===== config.mk =====
export PLATFORM = sky130hd
export DESIGN_NAME = bcd_alu
export DESIGN_NICKNAME = d
export VERILOG_FILES = /design/src/rtl/bcd_alu_pkg.sv /design/src/rtl/bcd_alu_arith.sv /design/src/rtl/bcd_alu_logic.sv /design/src/rtl/bcd_alu_shift.sv /design/src/rtl/bcd_alu.sv
export SDC_FILE = /design/constraint.sdc
export NUM_CORES = 1
export LEC_CHECK = 0
export ABC_CLOCK_PERIOD_IN_PS = 14100
export BUFFER_PORTS_ARGS = -buffer_cell sky130_fd_sc_hd__buf_2
export CAP_MARGIN = 20
export CORE_MARGIN = 2
export CORE_UTILIZATION = 45
export DETAILED_ROUTE_END_ITERATION = 16
export RECOVER_POWER = 50
export SYNTH_ARGS = -nofsm -noshare
export SYNTH_HDL_FRONTEND = slang
export SYNTH_SLANG_ARGS = --single-unit

===== constraint.sdc =====
create_clock -name vclk -period 14.1
set_input_delay 0.705 -clock vclk [all_inputs]
set_output_delay 0.705 -clock vclk [all_outputs]
set_load 0.03 [all_outputs]

===== src/rtl/bcd_alu_pkg.sv =====
package bcd_alu_pkg;
  localparam int DATA_W = 8;
  localparam int NIB_W  = 4;
  localparam int FLAG_W = 4;
  localparam int OP_W   = 4;
  // flag positions in flags_o / mask_o
  localparam int FLG_C = 0;
  localparam int FLG_Z = 1;
  localparam int FLG_V = 2;
  localparam int FLG_N = 3;

  typedef enum logic [OP_W-1:0] {
    ALU_ADD = 4'd0,
    ALU_SUB = 4'd1,
    ALU_CMP = 4'd2,
    ALU_AND = 4'd3,
    ALU_OR  = 4'd4,
    ALU_XOR = 4'd5,
    ALU_SHL = 4'd6,
    ALU_SHR = 4'd7,
    ALU_ROL = 4'd8,
    ALU_ROR = 4'd9,
    ALU_INC = 4'd10,
    ALU_DEC = 4'd11,
    ALU_BIT = 4'd12
  } alu_op_e;

  localparam logic [FLAG_W-1:0] MASK_ALL = 4'b1111;
  localparam logic [FLAG_W-1:0] MASK_NZC = 4'b1011;
  localparam logic [FLAG_W-1:0] MASK_NZ  = 4'b1010;
  localparam logic [FLAG_W-1:0] MASK_NVZ = 4'b1110;
endpackage


===== src/rtl/bcd_alu_arith.sv =====
module bcd_alu_arith
  import bcd_alu_pkg::*;
#(
  parameter int W  = DATA_W,
  parameter int NW = NIB_W
) (
  input  logic [W-1:0] a_i,
  input  logic [W-1:0] m_i,
  input  logic         c_i,
  input  logic         dec_i,
  input  logic         sub_i,
  input  logic         cmp_i,
  output logic [W-1:0] res_o,
  output logic         n_o,
  output logic         v_o,
  output logic         z_o,
  output logic         c_o
);
  localparam int XW = W + 2;
  localparam logic [XW-1:0] DIG_LIM = XW'(10);
  localparam logic [XW-1:0] DIG_FIX = XW'(6);
  localparam logic [XW-1:0] HI_LIM  = XW'(160);
  localparam logic [XW-1:0] HI_FIX  = XW'(96);
  localparam logic [XW-1:0] CY_LIM  = XW'(256);

  logic [W:0]    bsum, bdiff;
  logic [XW-1:0] a_lo, m_lo, a_hi, m_hi, cin_x, bor_x;
  logic [XW-1:0] d_lo, d_lo_adj, d_hi, d_hi_adj;
  logic [XW-1:0] s_lo, s_lo_adj, s_hi, s_hi_adj;
  logic [W-1:0]  dadd_res, dsub_res;
  logic          unused_bits;

  assign bsum  = {1'b0, a_i} + {1'b0, m_i} + {{W{1'b0}}, c_i};
  // compare has no carry-in
  assign bdiff = {1'b0, a_i} - {1'b0, m_i} - {{W{1'b0}}, ~c_i & ~cmp_i};

  assign a_lo  = {{(XW-NW){1'b0}}, a_i[NW-1:0]};
  assign m_lo  = {{(XW-NW){1'b0}}, m_i[NW-1:0]};
  assign a_hi  = {{(XW-W){1'b0}}, a_i[W-1:NW], {NW{1'b0}}};
  assign m_hi  = {{(XW-W){1'b0}}, m_i[W-1:NW], {NW{1'b0}}};
  assign cin_x = {{(XW-1){1'b0}}, c_i};
  assign bor_x = {{(XW-1){1'b0}}, ~c_i};

  // decimal add
  assign d_lo     = a_lo + m_lo + cin_x;
  assign d_lo_adj = (d_lo >= DIG_LIM) ? d_lo + DIG_FIX : d_lo;
  assign d_hi     = a_hi + m_hi + {d_lo_adj[XW-1:NW], {NW{1'b0}}};
  assign d_hi_adj = (d_hi >= HI_LIM) ? d_hi + HI_FIX : d_hi;
  assign dadd_res = {d_hi_adj[W-1:NW], d_lo_adj[NW-1:0]};

  // decimal subtract
  assign s_lo     = a_lo - m_lo - bor_x;
  assign s_lo_adj = s_lo[NW] ? s_lo - DIG_FIX : s_lo;
  assign s_hi     = a_hi - m_hi - {{(XW-NW-1){1'b0}}, s_lo_adj[NW], {NW{1'b0}}};
  assign s_hi_adj = s_hi[W] ? s_hi - HI_FIX : s_hi;
  assign dsub_res = {s_hi_adj[W-1:NW], s_lo_adj[NW-1:0]};

  assign unused_bits = ^{s_lo_adj[XW-1:NW+1], s_hi_adj[XW-1:W], s_hi_adj[NW-1:0]};

  always_comb begin
    if (sub_i || cmp_i) begin
      res_o = (dec_i && !cmp_i) ? dsub_res : bdiff[W-1:0];
      n_o   = bdiff[W-1];
      z_o   = (bdiff[W-1:0] == '0);
      c_o   = ~bdiff[W];
      v_o   = (a_i[W-1] ^ m_i[W-1]) & (a_i[W-1] ^ bdiff[W-1]);
    end else if (dec_i) begin
      res_o = dadd_res;
      n_o   = d_hi[W-1];
      z_o   = (bsum[W-1:0] == '0);
      c_o   = (d_hi_adj >= CY_LIM);
      v_o   = (a_i[W-1] ^ d_hi[W-1]) & ~(a_i[W-1] ^ m_i[W-1]);
    end else begin
      res_o = bsum[W-1:0];
      n_o   = bsum[W-1];
      z_o   = (bsum[W-1:0] == '0);
      c_o   = bsum[W];
      v_o   = (a_i[W-1] ^ bsum[W-1]) & ~(a_i[W-1] ^ m_i[W-1]);
    end
  end
endmodule


===== src/rtl/bcd_alu_logic.sv =====
module bcd_alu_logic
  import bcd_alu_pkg::*;
#(
  parameter int W = DATA_W
) (
  input  logic [W-1:0] a_i,
  input  logic [W-1:0] m_i,
  input  alu_op_e      op_i,
  output logic [W-1:0] res_o
);
  always_comb begin
    unique case (op_i)
      ALU_AND: res_o = a_i & m_i;
      ALU_OR:  res_o = a_i | m_i;
      ALU_XOR: res_o = a_i ^ m_i;
      default: res_o = a_i & m_i;
    endcase
  end
endmodule


===== src/rtl/bcd_alu_shift.sv =====
module bcd_alu_shift
  import bcd_alu_pkg::*;
#(
  parameter int W = DATA_W
) (
  input  logic [W-1:0] a_i,
  input  logic         c_i,
  input  alu_op_e      op_i,
  output logic [W-1:0] res_o,
  output logic         c_o
);
  always_comb begin
    c_o = c_i;
    unique case (op_i)
      ALU_SHL: begin res_o = {a_i[W-2:0], 1'b0}; c_o = a_i[W-1]; end
      ALU_SHR: begin res_o = {1'b0, a_i[W-1:1]}; c_o = a_i[0];   end
      ALU_ROL: begin res_o = {a_i[W-2:0], c_i};  c_o = a_i[W-1]; end
      ALU_ROR: begin res_o = {c_i, a_i[W-1:1]};  c_o = a_i[0];   end
      ALU_INC: res_o = a_i + W'(1);
      ALU_DEC: res_o = a_i - W'(1);
      default: res_o = a_i;
    endcase
  end
endmodule


===== src/rtl/bcd_alu.sv =====
module bcd_alu
  import bcd_alu_pkg::*;
(
  input  logic [DATA_W-1:0] a_i,
  input  logic [DATA_W-1:0] m_i,
  input  logic              c_i,
  input  logic              dec_i,
  input  logic [OP_W-1:0]   op_i,
  output logic [DATA_W-1:0] result_o,
  output logic [FLAG_W-1:0] flags_o,
  output logic [FLAG_W-1:0] mask_o
);
  alu_op_e           op;
  logic [DATA_W-1:0] ar_res, lg_res, sh_res;
  logic              ar_n, ar_v, ar_z, ar_c, sh_c;
  logic [FLAG_W-1:0] raw;

  assign op = alu_op_e'(op_i);

  bcd_alu_arith #(.W(DATA_W), .NW(NIB_W)) u_arith (
    .a_i   (a_i),
    .m_i   (m_i),
    .c_i   (c_i),
    .dec_i (dec_i),
    .sub_i (op == ALU_SUB),
    .cmp_i (op == ALU_CMP),
    .res_o (ar_res),
    .n_o   (ar_n),
    .v_o   (ar_v),
    .z_o   (ar_z),
    .c_o   (ar_c)
  );

  bcd_alu_logic #(.W(DATA_W)) u_logic (
    .a_i   (a_i),
    .m_i   (m_i),
    .op_i  (op),
    .res_o (lg_res)
  );

  bcd_alu_shift #(.W(DATA_W)) u_shift (
    .a_i   (a_i),
    .c_i   (c_i),
    .op_i  (op),
    .res_o (sh_res),
    .c_o   (sh_c)
  );

  always_comb begin
    result_o = a_i;
    raw      = '0;
    mask_o   = '0;
    unique case (op)
      ALU_ADD, ALU_SUB: begin
        result_o = ar_res;
        raw      = {ar_n, ar_v, ar_z, ar_c};
        mask_o   = (op == ALU_SUB && dec_i) ? MASK_NZC : MASK_ALL;
      end
      ALU_CMP: begin
        raw    = {ar_n, 1'b0, ar_z, ar_c};
        mask_o = MASK_NZC;
      end
      ALU_AND, ALU_OR, ALU_XOR: begin
        result_o = lg_res;
        raw      = {lg_res[DATA_W-1], 1'b0, (lg_res == '0), 1'b0};
        mask_o   = MASK_NZ;
      end
      ALU_SHL, ALU_SHR, ALU_ROL, ALU_ROR: begin
        result_o = sh_res;
        raw      = {sh_res[DATA_W-1], 1'b0, (sh_res == '0), sh_c};
        mask_o   = MASK_NZC;
      end
      ALU_INC, ALU_DEC: begin
        result_o = sh_res;
        raw      = {sh_res[DATA_W-1], 1'b0, (sh_res == '0), 1'b0};
        mask_o   = MASK_NZ;
      end
      ALU_BIT: begin
        raw    = {m_i[DATA_W-1], m_i[DATA_W-2], ((a_i & m_i) == '0), 1'b0};
        mask_o = MASK_NVZ;
      end
      default: ;
    endcase
  end

  assign flags_o = raw & mask_o;
endmodule


==> results by group <==
Final layout
  • Sequential cell area: 0 um^2
  • Commonest non-fill, non-tap cells in the layout: nand2_1 (60), ha_1 (51), inv_1 (44)
  • Fillers: approximately 860
  • Final Net Count: around 650
  • P&R area growth vs syn: 4.84%
  • Area taken by multi-input logic gates: 3550 um^2
  • # diodes: 0
  • Post-layout instance area: 4040 um^2
  • Most common cell after layout, fill and taps aside: nand2_1
  • CLK BUF: 0
  • Layout Cells excl Fill: about 670
  • Fin util: 0.489
  • FFs & Latches: 0
  • Layout cells sized above 1: 0.0830

STA
  • Fin crit period: between 6000 and 7000 ps
  • Fin worst setup slack: 7500 ps
  • Pins Over Slew Limit: between 40 and 50
  • RSZ-0062 raised after global routing: no
  • Setup violators final: 0
  • Hold_ws: about 1900 ps
  • Fmax: around 0.15 GHz
  • Worst slew margin: -0.416
  • Worst slew pin tran: roughly 2100 ps
  • Final setup TNS: 0 ps
  • Final Hold Viols: 0
  • Tcrit/Tclk final: 0.468

Job
  • Max Cap Viol: 1

Global routing
  • GRT Total Usage: 0.270
  • Largest net degree at the start of global routing: 47
  • Global route overflow: 0
  • Vias in the first global route: 3792
  • Initial antenna violation count: 0
  • First-pass GRT wire length: slightly below 20 mm

Die
  • Core ar.: just over 8000 um^2
  • Starting Density: 0.467
  • Width of the chip: ~97 um
  • Die Ht: about 97 um
  • Die area: roughly 9300 um^2
  • Num rows: 33
  • I/O pin cnt: 38

Yosys
  • Syn. warnings: 0
  • Synth cell types: between 70 and 80
  • Post-Syn Nets: roughly 640
  • Mapped Area: approximately 3900 um^2
  • Synth Area per Inst: approximately 6.9 um^2
  • Top-area cell type share of the netlist area: 0.166
  • Synth Instances: 559
  • Synth area leaders: ha_1 (17%), nand2_1 (5.8%), xnor2_1 (5.2%), fa_1 (5.2%), a21oi_1 (5.1%)
  • Sequential cell area fraction in the yosys report: 0
  • Largest area contributor in the netlist: ha_1

Drt
  • Metal-1 WL: approximately 5.8 mm
  • Vias per cell: about 6.3
  • Routed WL per cell: 18.7 um
  • Uppermost routed layer: met4
  • DRC: 0
  • Drt total wl: 12.5 mm
  • Routed Antenna Nets: 0
  • Drt initial violations: between 200 and 300
  • Routed wl met2: 5.81 mm
  • Met3 Wirelength: slightly above 700 um
  • DRT Pass-1 Iters: 5
  • Total number of vias: about 4200

Place
  • DP Area: between 4000 and 5000 um^2
  • DP HPWL: just under 10 mm
  • Placer Congestion: approximately 0.9
  • Input/output buffers: 38
  • Setup WS pre-CTS: 7520 ps
  • Placed Cells: around 670

CTS
  • Post-CTS Setup Inserts: 0
  • Hold_buf cts: 0
  • Post_cts resized: 0

Status
  • Status: finished, violations left
  • Failing checks: max-capacitance violations, max-slew violations

Power
  • Lkg Pwr: roughly 1.8 nW
  • Peak VDD IR: roughly 0.046 mV
  • Final Total Pwr: around 260 uW
  • Pwr dens: ~64 nW/um^2

Worst setup path
  • CP arrival: 5890 ps
  • Worst Setup End Kind: output port
  • Worst Path Required: approximately 13000 ps
  • Critical path class: input port to output port
  • Worst Path Max Fanout: 16
  • CP Launch Type: input port

Hold path
  • Worst Hold Class: input port to output port
==> metal layers <==
metal  up-vias  track usage
met4         0       0.0376
li1       2052            -
met1      1995        0.371
met2       155        0.467
met5         -            0
met3        16       0.0279
==> kinds of logic (layout without fill, tap and decap cells) <==
| group | count (synthesis) | count (layout) | synth area share |
|---|---|---|---|
| compound gates | 182 | 182 | 0.327 |
| xor+xnor | 37 | 37 | 0.0912 |
| fa+ha+maj | 61 | 61 | 0.218 |
| buf+inv | 77 | 84 | 0.0792 |
| mux | 12 | 12 | 0.0318 |
| other cells | 1 | 1 | 0.000973 |
| simple gates | 189 | 189 | 0.253 |
==> Yosys cell counts, types with 12 or more instances <==
master     n
a21o_1    12
a21oi_1   39
clkbuf_1  21
ha_1      51
inv_1     44
nand2_1   60
nand2b_1  12
nand3_1   12
nor2_1    31
nor3_1    14
o21a_1    12
o21ai_0   30
o22ai_1   12
xnor2_1   23
xor2_1    12
==> path summary, 6_finish.rpt <==
check                 startpoint     endpoint  slack (ps)  cells past startpoint
worst min-delay path      m_i[6]   flags_o[2]        1850                      3
worst max-delay path      a_i[1]  result_o[7]        7500                     16
==> area by class of cell <==
class / count / area share
multi-input combinational: 482 / 0.878
inverter: 44 / 0.0409
timing repair buffer: 40 / 0.0483
tap: 105 / 0.0325
==> critical path, cell delays in order <==
cell,delay (ps)
buf_2,320
inv_1,140
ha_1,440
xor2_1,220
ha_1,230
xnor3_1,370
inv_1,60
ha_1,250
o41ai_1,690
fa_1,580
or4b_4,580
a2111oi_4,480
nor4b_1,110
o31ai_1,330
a41oi_1,150
buf_2,200
==> report_power, final <==
part / total, mW / switching [mW] / internal, mW
Clock: 0 / 0 / 0
Sequential: 0 / 0 / 0
Combinational: 0.260 / 0.160 / 0.0999
Total: 0.260 / 0.160 / 0.0999
(Power assumes the default switching activity.)
